==> config.mk <==
export PLATFORM = sky130hd
export DESIGN_NAME = chain_cfg_writer
export DESIGN_NICKNAME = d
export VERILOG_FILES = /design/src/rtl/chain_cfg_writer.sv
export SDC_FILE = /design/constraint.sdc
export NUM_CORES = 1
export LEC_CHECK = 0
export ABC_AREA = 1
export BUFFER_PORTS_ARGS = -buffer_cell sky130_fd_sc_hd__buf_2
export CORE_AREA = 8 8 90 92
export DETAILED_ROUTE_END_ITERATION = 8
export DIE_AREA = 0 0 98 100
export PLACE_DENSITY = 0.62
export SYNTH_ARGS = -nofsm -noshare
export SYNTH_HDL_FRONTEND = slang
export SYNTH_SLANG_ARGS = --single-unit
==> constraint.sdc <==
create_clock -name clk -period 1.85 [get_ports clk]
set_input_delay 0.37 -clock clk [delete_from_list [all_inputs] [get_ports clk]]
set_output_delay 0.37 -clock clk [all_outputs]
set_load 0.02 [all_outputs]
==> src/rtl/chain_cfg_writer.sv <==
module chain_cfg_writer #(
  parameter int HALF      = 2,
  parameter int ADDR_W    = 16,
  parameter int DATA_W    = 16,
  parameter int GAP_SCLKS = 2
) (
  input  logic              clk,
  input  logic              rst_n,
  input  logic              chain_ready,
  input  logic              start,
  input  logic [ADDR_W-1:0] addr,
  input  logic [DATA_W-1:0] data,
  output logic              frm_n,
  output logic              sclk,
  output logic              sdo,
  output logic              busy,
  output logic              done
);
  localparam int WORD_W  = ADDR_W + DATA_W;
  localparam int GAP_CYC = 2 * GAP_SCLKS * HALF;
  localparam int CNT_W   = $clog2(GAP_CYC + 1);
  localparam int IDX_W   = $clog2(WORD_W);

  typedef enum logic [1:0] {S_IDLE, S_SHIFT, S_GAP} state_t;

  state_t             state;
  logic [CNT_W-1:0]   cnt;
  logic [IDX_W-1:0]   bit_idx;
  logic [WORD_W-1:0]  shreg;

  wire accept   = (state == S_IDLE) && start && chain_ready;
  wire half_end = (cnt == CNT_W'(HALF - 1));
  wire gap_end  = (cnt == CNT_W'(GAP_CYC - 1));
  wire last_bit = (bit_idx == IDX_W'(WORD_W - 1));

  assign busy = (state != S_IDLE);
  assign sdo  = !frm_n && shreg[WORD_W-1];

  always_ff @(posedge clk or negedge rst_n) begin
    if (!rst_n) begin
      state   <= S_IDLE;
      cnt     <= '0;
      bit_idx <= '0;
      shreg   <= '0;
      frm_n   <= 1'b1;
      sclk    <= 1'b1;
      done    <= 1'b0;
    end else begin
      done <= 1'b0;
      case (state)
        S_IDLE: begin
          if (accept) begin
            shreg   <= {addr, data};
            frm_n   <= 1'b0;
            sclk    <= 1'b0;
            cnt     <= '0;
            bit_idx <= '0;
            state   <= S_SHIFT;
          end
        end
        S_SHIFT: begin
          if (!half_end) begin
            cnt <= cnt + 1'b1;
          end else begin
            cnt <= '0;
            if (!sclk) begin
              sclk <= 1'b1;
            end else if (last_bit) begin
              frm_n <= 1'b1;
              done  <= 1'b1;
              shreg <= '0;
              state <= S_GAP;
            end else begin
              sclk    <= 1'b0;
              shreg   <= {shreg[WORD_W-2:0], 1'b0};
              bit_idx <= bit_idx + 1'b1;
            end
          end
        end
        S_GAP: begin
          if (gap_end) begin
            cnt   <= '0;
            state <= S_IDLE;
          end else begin
            cnt <= cnt + 1'b1;
          end
        end
        default: state <= S_IDLE;
      endcase
    end
  end

  AST_FRAME_INSIDE_BUSY: assert property (@(posedge clk) disable iff (!rst_n)
    !frm_n |-> busy);
  AST_SCLK_RESTS_HIGH: assert property (@(posedge clk) disable iff (!rst_n)
    frm_n |-> sclk);
  AST_DATA_ON_FALL: assert property (@(posedge clk) disable iff (!rst_n)
    (!frm_n && !$past(frm_n) && !$stable(sdo)) |-> $fell(sclk));
  AST_NOT_READY_IDLE: assert property (@(posedge clk) disable iff (!rst_n)
    (!busy && !chain_ready) |=> !busy);
  AST_DONE_SINGLE: assert property (@(posedge clk) disable iff (!rst_n)
    done |=> !done);
  AST_DONE_AT_FRAME_END: assert property (@(posedge clk) disable iff (!rst_n)
    done |-> $rose(frm_n));
endmodule

==> metrics.md, run 1 <==
| Metric | Value |
|---|---|
| Status | complete, no violations |
| LEAKAGE | 1.72 nW |
| Seq/Total Area, Yosys | 44.7% |
| R2r startpoint | bit_idx[0] |
| GR Overflow Total | 0 |
| Yosys cell types | 22 |
| Nets@finish | between 400 and 500 |
| Crit path DAT | 1880 ps |
| Fmax | 588 MHz |
| Worst-skew pair later-pin latency | a little under 300 ps |
| CP max stage delay | 420 ps |
| Core area | 6640 sq um |
| Synthesized area | 2580 sq um |
| Metal2 WL | 2590 microns |
| Switching share of power | about 47% |
| Largest net degree at the start of global routing | 33 |
| DR pass1 iterations | 4 |
| DRC violations left | 0 |
| Syn nets | 404 |
| Layout cells sized above 1 | 17.8% |
| R2R Path End | bit_idx[2] |
| Row cnt | 30 |
| Worst EP required | 2030 ps |
| DRT met1 WL | 2870 microns |
| Final Cycle Share | 92.0% |
| Worst path top cell family by delay | simple AND/OR/NAND/NOR gates |
| Combinational share of power | between 50% and 60% |
| Critical path class | reg -> reg |
| Top-level I/O count | 41 |
| Number of synthesized register bits | 46 |
| Synthesis-to-layout area growth | 16.1% |
| Final Hold Fails | 0 |
| Max Cap Viol | 0 |
| Worst Skew | 5.94 ps |
| Most used DFF post-synth | dfrtp_1 |
| Most used cell, CP | nand2_1 |
| Synth Area per Inst | 7.17 sq um |
| Vias/cell | 4.68 |
| Pint | approximately 2.6 mW |
| Post-synth top cells | 188 x nand2_1, 45 x nand3_1, 44 x dfrtp_1 |
| Final WL | slightly below 6000 microns |
| TritonCTS buffer count | 5 |
| Die W | 98 microns |
| Period minus WS final | 1700 ps |
| Tot GR Track Use | 12.1% |
| R2R Setup Slk | 150 ps |
| Startpoint types | flop |
| Worst path cell trace | ha_1 -> nand2_1 -> nor2_1 -> ha_1 -> nand2_1 -> inv_1 -> nor2_2 -> nand3_2 -> nand2_1 -> o21ai_0 |
| Clk slew on worst S/H paths | 90 ps |
| Vias | 2263 |
| Initial Util | 38.8% |
| H-tree levels | 2 |
| Biggest area consumer among synthesized cells | dfrtp_1 |
| Die Y | approximately 100 microns |
| CTS tree | done |
| DR top layer | met4 |
| Top cells by area, synth | dfrtp_1 43%, nand2_1 27%, nand3_1 8.7%, ha_1 3.9%, inv_1 3.2% |
| Seq pwr share | 33.4% |
| Routed Antenna Nets | 0 |
| Slew HR | between 60% and 70% |
| Most numerous cell in the Yosys netlist | nand2_1 |
| Ys Warns | 0 |
| Worst Tran Pin Value | 539 ps |
| Worst VDD drop | 0.815 mV |
| Post-layout util | 45.1% |
| Buf/Inv on CP | 1 |
| Initial antenna violation count | 0 |
| Setup crit end kind | flop |
| Final setup violation count | 0 |
| Synth Instances | 360 |
| Routed len/inst | 12.0 microns |
| WL met3 | approximately 330 microns |
| Synth top area share | 42.7% |
| N_diodes | 0 |
| Clk buf depth | 2 |
| Reg2Reg Depth | 10 |
| Number of synthesized flops with an enable pin | 0 |
| First-pass GRT wire length | approximately 10000 microns |
| Slowest cell on the critical path | dfrtp_1 |
| I/O Buffers | 40 |
| Vias in the first global route | between 2000 and 2500 |
| First DRT Iteration DRCs | 108 |
| # clock sinks | 46 |
| Root buf cell | clkbuf_8 |
| Hold Path Class | in -> async |
| Slew Limit Fails | 0 |
| Die ar. | 9800 sq um |
| Post-Route Setup TNS | 0 ps |
| DPL Wire Length | 4120 microns |
| Hold WS | 43.0 ps |
| Post-synth ARST share | 100% |
| Final Wtd Congestion | 0.799 |
| PwrDens | 1600 nW/um^2 |
| Net switching power | 2.24 mW |
| Clock Power Share | 12.9% |
| Crit. Startpoint | bit_idx[0] |
| Max FO, Critical Path | 5 |
per-stage QoR:
stage	power, mW	area, sq um	std cells	worst slack, ps
after floorplan	3.53	2580	360	283
after global placement	4.11	2880	475	189
after detailed placement	4.17	2880	475	134
after CTS	4.80	2970	483	109
after global routing	5.29	3000	484	-2.64
final	4.79	3000	484	148
cell type report:
class                           instances  area, sq um
Clock buffer                            5         68.8
Clock inverter                          3         21.3
Fill cell                             690         3650
Inverter                               23         86.3
Multi-Input combinational cell        275         1240
Sequential cell                        46         1150
Tap cell                               80          100
Timing Repair Buffer                   52          323
how the worst max path moves through the flow:
stage	end	cells after the start	slack, ps
floorplan	bit_idx[0]	10	280
global placement	shreg[19]	9	190
detailed placement	bit_idx[0]	10	130
CTS	bit_idx[2]	9	110
global route	bit_idx[0]	10	-3
finish	bit_idx[2]	10	150
power by group through the flow:
| stage | Sequential [mW] | Clock, mW | Combinational (mW) |
|---|---|---|---|
| after global placement | 1.60 | 0 | 2.50 |
| final | 1.60 | 0.620 | 2.57 |
| after floorplan | 1.58 | 0 | 1.95 |
| after CTS | 1.60 | 0.644 | 2.56 |
| after global routing | 1.65 | 0.684 | 2.96 |
| after detailed placement | 1.62 | 0 | 2.55 |
state kept, by name, indices dropped and copies added (netlist names):
name,cells
bit_idx,5
done,1
frm_n,1
shreg,32
sclk,1
state,2
cnt,4
logic make-up after synthesis:
| group | after synthesis | share of synthesized area (%) |
|---|---|---|
| simple gates | 249 | 39.3 |
| xor+xnor | 2 | 0.679 |
| flops | 46 | 44.7 |
| fa+ha+maj | 8 | 3.88 |
| compound gates | 15 | 3.73 |
| buf+inv | 40 | 7.71 |
per-layer routing:
metal,vias to the layer above,global-route usage [%]
li1,1203,-
met1,1011,15.7
met2,47,19.5
met3,2,3.39
met4,0,2.28
met5,-,0
layout by cell type (no fill, tap or decap), drive strengths merged:
| cell | count |
|---|---|
| nand2 | 189 |
| buf | 52 |
| nand3 | 47 |
| dfrtp | 44 |
| inv | 23 |
| nor2 | 11 |
| o21ai | 9 |
| ha | 8 |
| clkbuf | 5 |
| o21bai | 3 |
| or2 | 2 |
| a21oi | 2 |
| xor2 | 2 |
| dfstp | 2 |
| clkinv | 2 |
| nor3 | 1 |
| a21boi | 1 |
| clkinvlp | 1 |
repair_timing:
action	in CTS	in global routing
hold buffers	0	0
hold endpoints to repair	0	0
endpoints found under the setup margin	0	37
setup buffers	0	0
resized for setup	0	5
Note: power is estimated with default switching activity, not from simulation.
==> run 2, diff against run 1 <==
MAX_ROUTING_LAYER = met4   (was unset)
==> metrics.md, run 2 (synthesized netlist as in run 1, its figures left out) <==
| Metric | Value |
|---|---|
| GR Overflow Total | 0 (unchanged) |
| Post-Route Setup TNS | 0 ps (unchanged) |
| Status | complete, no violations |
| Highest-count cells in the layout ignoring fill and taps | 188 x nand2_1, 45 x nand3_1, 44 x dfrtp_1 |
| Largest Register | shreg |
| # clock sinks | 46 (unchanged) |
| Postcts setup bufs | 0 (unchanged) |
| Initial Util | 38.8% (unchanged) |
| Final Wtd Congestion | 0.811 (+1.4%) |
| Setup crit end kind | flop |
| LEAKAGE | 1.72 nW (unchanged) |
| Power Total | 4.81 mW (+0.34%) |
| Largest registers | shreg x32, bit_idx x5, cnt x4 |
| Period minus WS final | 1700 ps (-4.46 ps) |
| Layout cells sized above 1 | 17.8% (unchanged) |
| Critical path class | reg -> reg |
| Reg2Reg Depth | 10 (unchanged) |
| Crit path DAT | 1880 ps (about the same) |
| DRC violations left | 0 (unchanged) |
| Clk slew on worst S/H paths | 90 ps (about the same) |
| DR pass1 iterations | 4 (unchanged) |
| TritonCTS buffer count | 5 (unchanged) |
| Slew Limit Fails | 0 (unchanged) |
| Tot GR Track Use | 12.4% (+0.34 points) |
| Routed len/inst | 12.1 microns (+0.69%) |
| Worst-skew pair later-pin latency | 290 ps (about the same) |
| Max Cap Viol | 0 (unchanged) |
| Post-CTS Hold Fix Bufs | 0 (unchanged) |
| Final Hold Fails | 0 (unchanged) |
| Row cnt | 30 (unchanged) |
| First DRT Iteration DRCs | 104 (-3.7%) |
| Worst Tran Pin Value | 539 ps (-0.426 ps) |
| Vias | 2272 (+0.40%) |
| Slew HR | 64.1% (about the same) |
| Hold Path Class | in -> async |
| Die W | 98 microns (unchanged) |
| I/O Buffers | 40 (unchanged) |
| R2R Path End | bit_idx[2] |
| Vias/cell | 4.69 (+0.40%) |
| Largest net degree at the start of global routing | 33 (unchanged) |
| Final Cycle Share | 91.8% (-0.24 points) |
| Crit. Startpoint | bit_idx[0] |
| Root buf cell | clkbuf_8 |
| Worst Skew | 6.32 ps (+0.380 ps) |
| CTS tree | done |
| Vias in the first global route | 2203 (+0.045%) |
| First-pass GRT wire length | 9980 microns (about the same) |
| Final WL | 5860 microns (+0.69%) |
| Largest register FFs | 32 (unchanged) |
| Placed cells | 475 (unchanged) |
| Initial antenna violation count | 0 (unchanged) |
| Core area | 6640 sq um (unchanged) |
| R2R Setup Slk | 150 ps (about the same) |
| Hold WS | 45.1 ps (+2.12 ps) |
| Routed Antenna Nets | 0 (unchanged) |
| H-tree levels | 2 (unchanged) |
| Finished Layout Cells | 484 (unchanged) |
| Worst EP required | 2030 ps (about the same) |
| R2r startpoint | bit_idx[0] |
| Nets@finish | 447 (unchanged) |
| Clk buf depth | 2 (unchanged) |
| N_diodes | 0 (unchanged) |
| Worst VDD drop | 0.831 mV (+1.9%) |
| Final setup violation count | 0 (unchanged) |
| Fmax | 589 MHz (+0.26%) |
| Post-CTS sizing | 0 (unchanged) |
| Synthesis-to-layout area growth | 16.1% (unchanged) |
| PwrDens | 1600 nW/um^2 (+0.34%) |
| Die Y | 100 microns (unchanged) |
| Die ar. | 9800 sq um (unchanged) |
| Max FO, Critical Path | 5 (unchanged) |
| Top-level I/O count | 41 (unchanged) |
| Startpoint types | flop |
| DPL Wire Length | 4120 microns (unchanged) |
| Commonest non-fill, non-tap cell in the layout | nand2_1 |
[run 2: layout make-up]
cell class	instances	area [sq um]
fillers	690	3650
multi-input cells	275	1240
flip-flops and latches	46	1150
repair buffers	52	323
well taps	80	100
inverters	23	86.3
clock buffers	5	68.8
clock inverters	3	21.3
[run 2: metrics by stage]
stage / util, % / setup WS [ps] / instance area (sq um)
final: 45.1 / 152 / 3000
after global routing: 45.1 / -2.64 / 3000
after CTS: 44.7 / 109 / 2970
after detailed placement: 43.4 / 134 / 2880
after global placement: 43.4 / 189 / 2880
after floorplan: - / 283 / 2580
[run 2: worst max path at each step]
stage / end / cells past startpoint
final: bit_idx[2] / 10
after global routing: bit_idx[0] / 10
after CTS: bit_idx[2] / 9
after detailed placement: bit_idx[0] / 10
after global placement: shreg[19] / 9
after floorplan: bit_idx[0] / 10
[run 2: per-layer routing]
| layer | share of wire (%) | wire (microns) | GRT usage [%] | vias up |
|---|---|---|---|---|
| met3 | 5.1 | 300 | 2.98 | 4 |
| li1 | - | - | - | 1202 |
| met2 | 44 | 2570 | 19.5 | 49 |
| met4 | 0.38 | 22 | 2.28 | 0 |
| met5 | 0 | 0 | - | - |
| met1 | 51 | 2960 | 15.9 | 1017 |
[run 2: power breakdown]
part           internal [mW]  leakage [nW]  switching (mW)
sequential              1.40         0.589           0.202
clock                  0.266        0.0441           0.353
combinational          0.892          1.09            1.70
[run 2: worst max-delay path, cell delays in order (launching register included)]
cell and delay, ps:
dfrtp_1 420, ha_1 220, nand2_1 90, nor2_1 50
ha_1 210, nand2_1 100, inv_1 60, nor2_2 150
nand3_2 130, nand2_1 80, o21ai_0 80
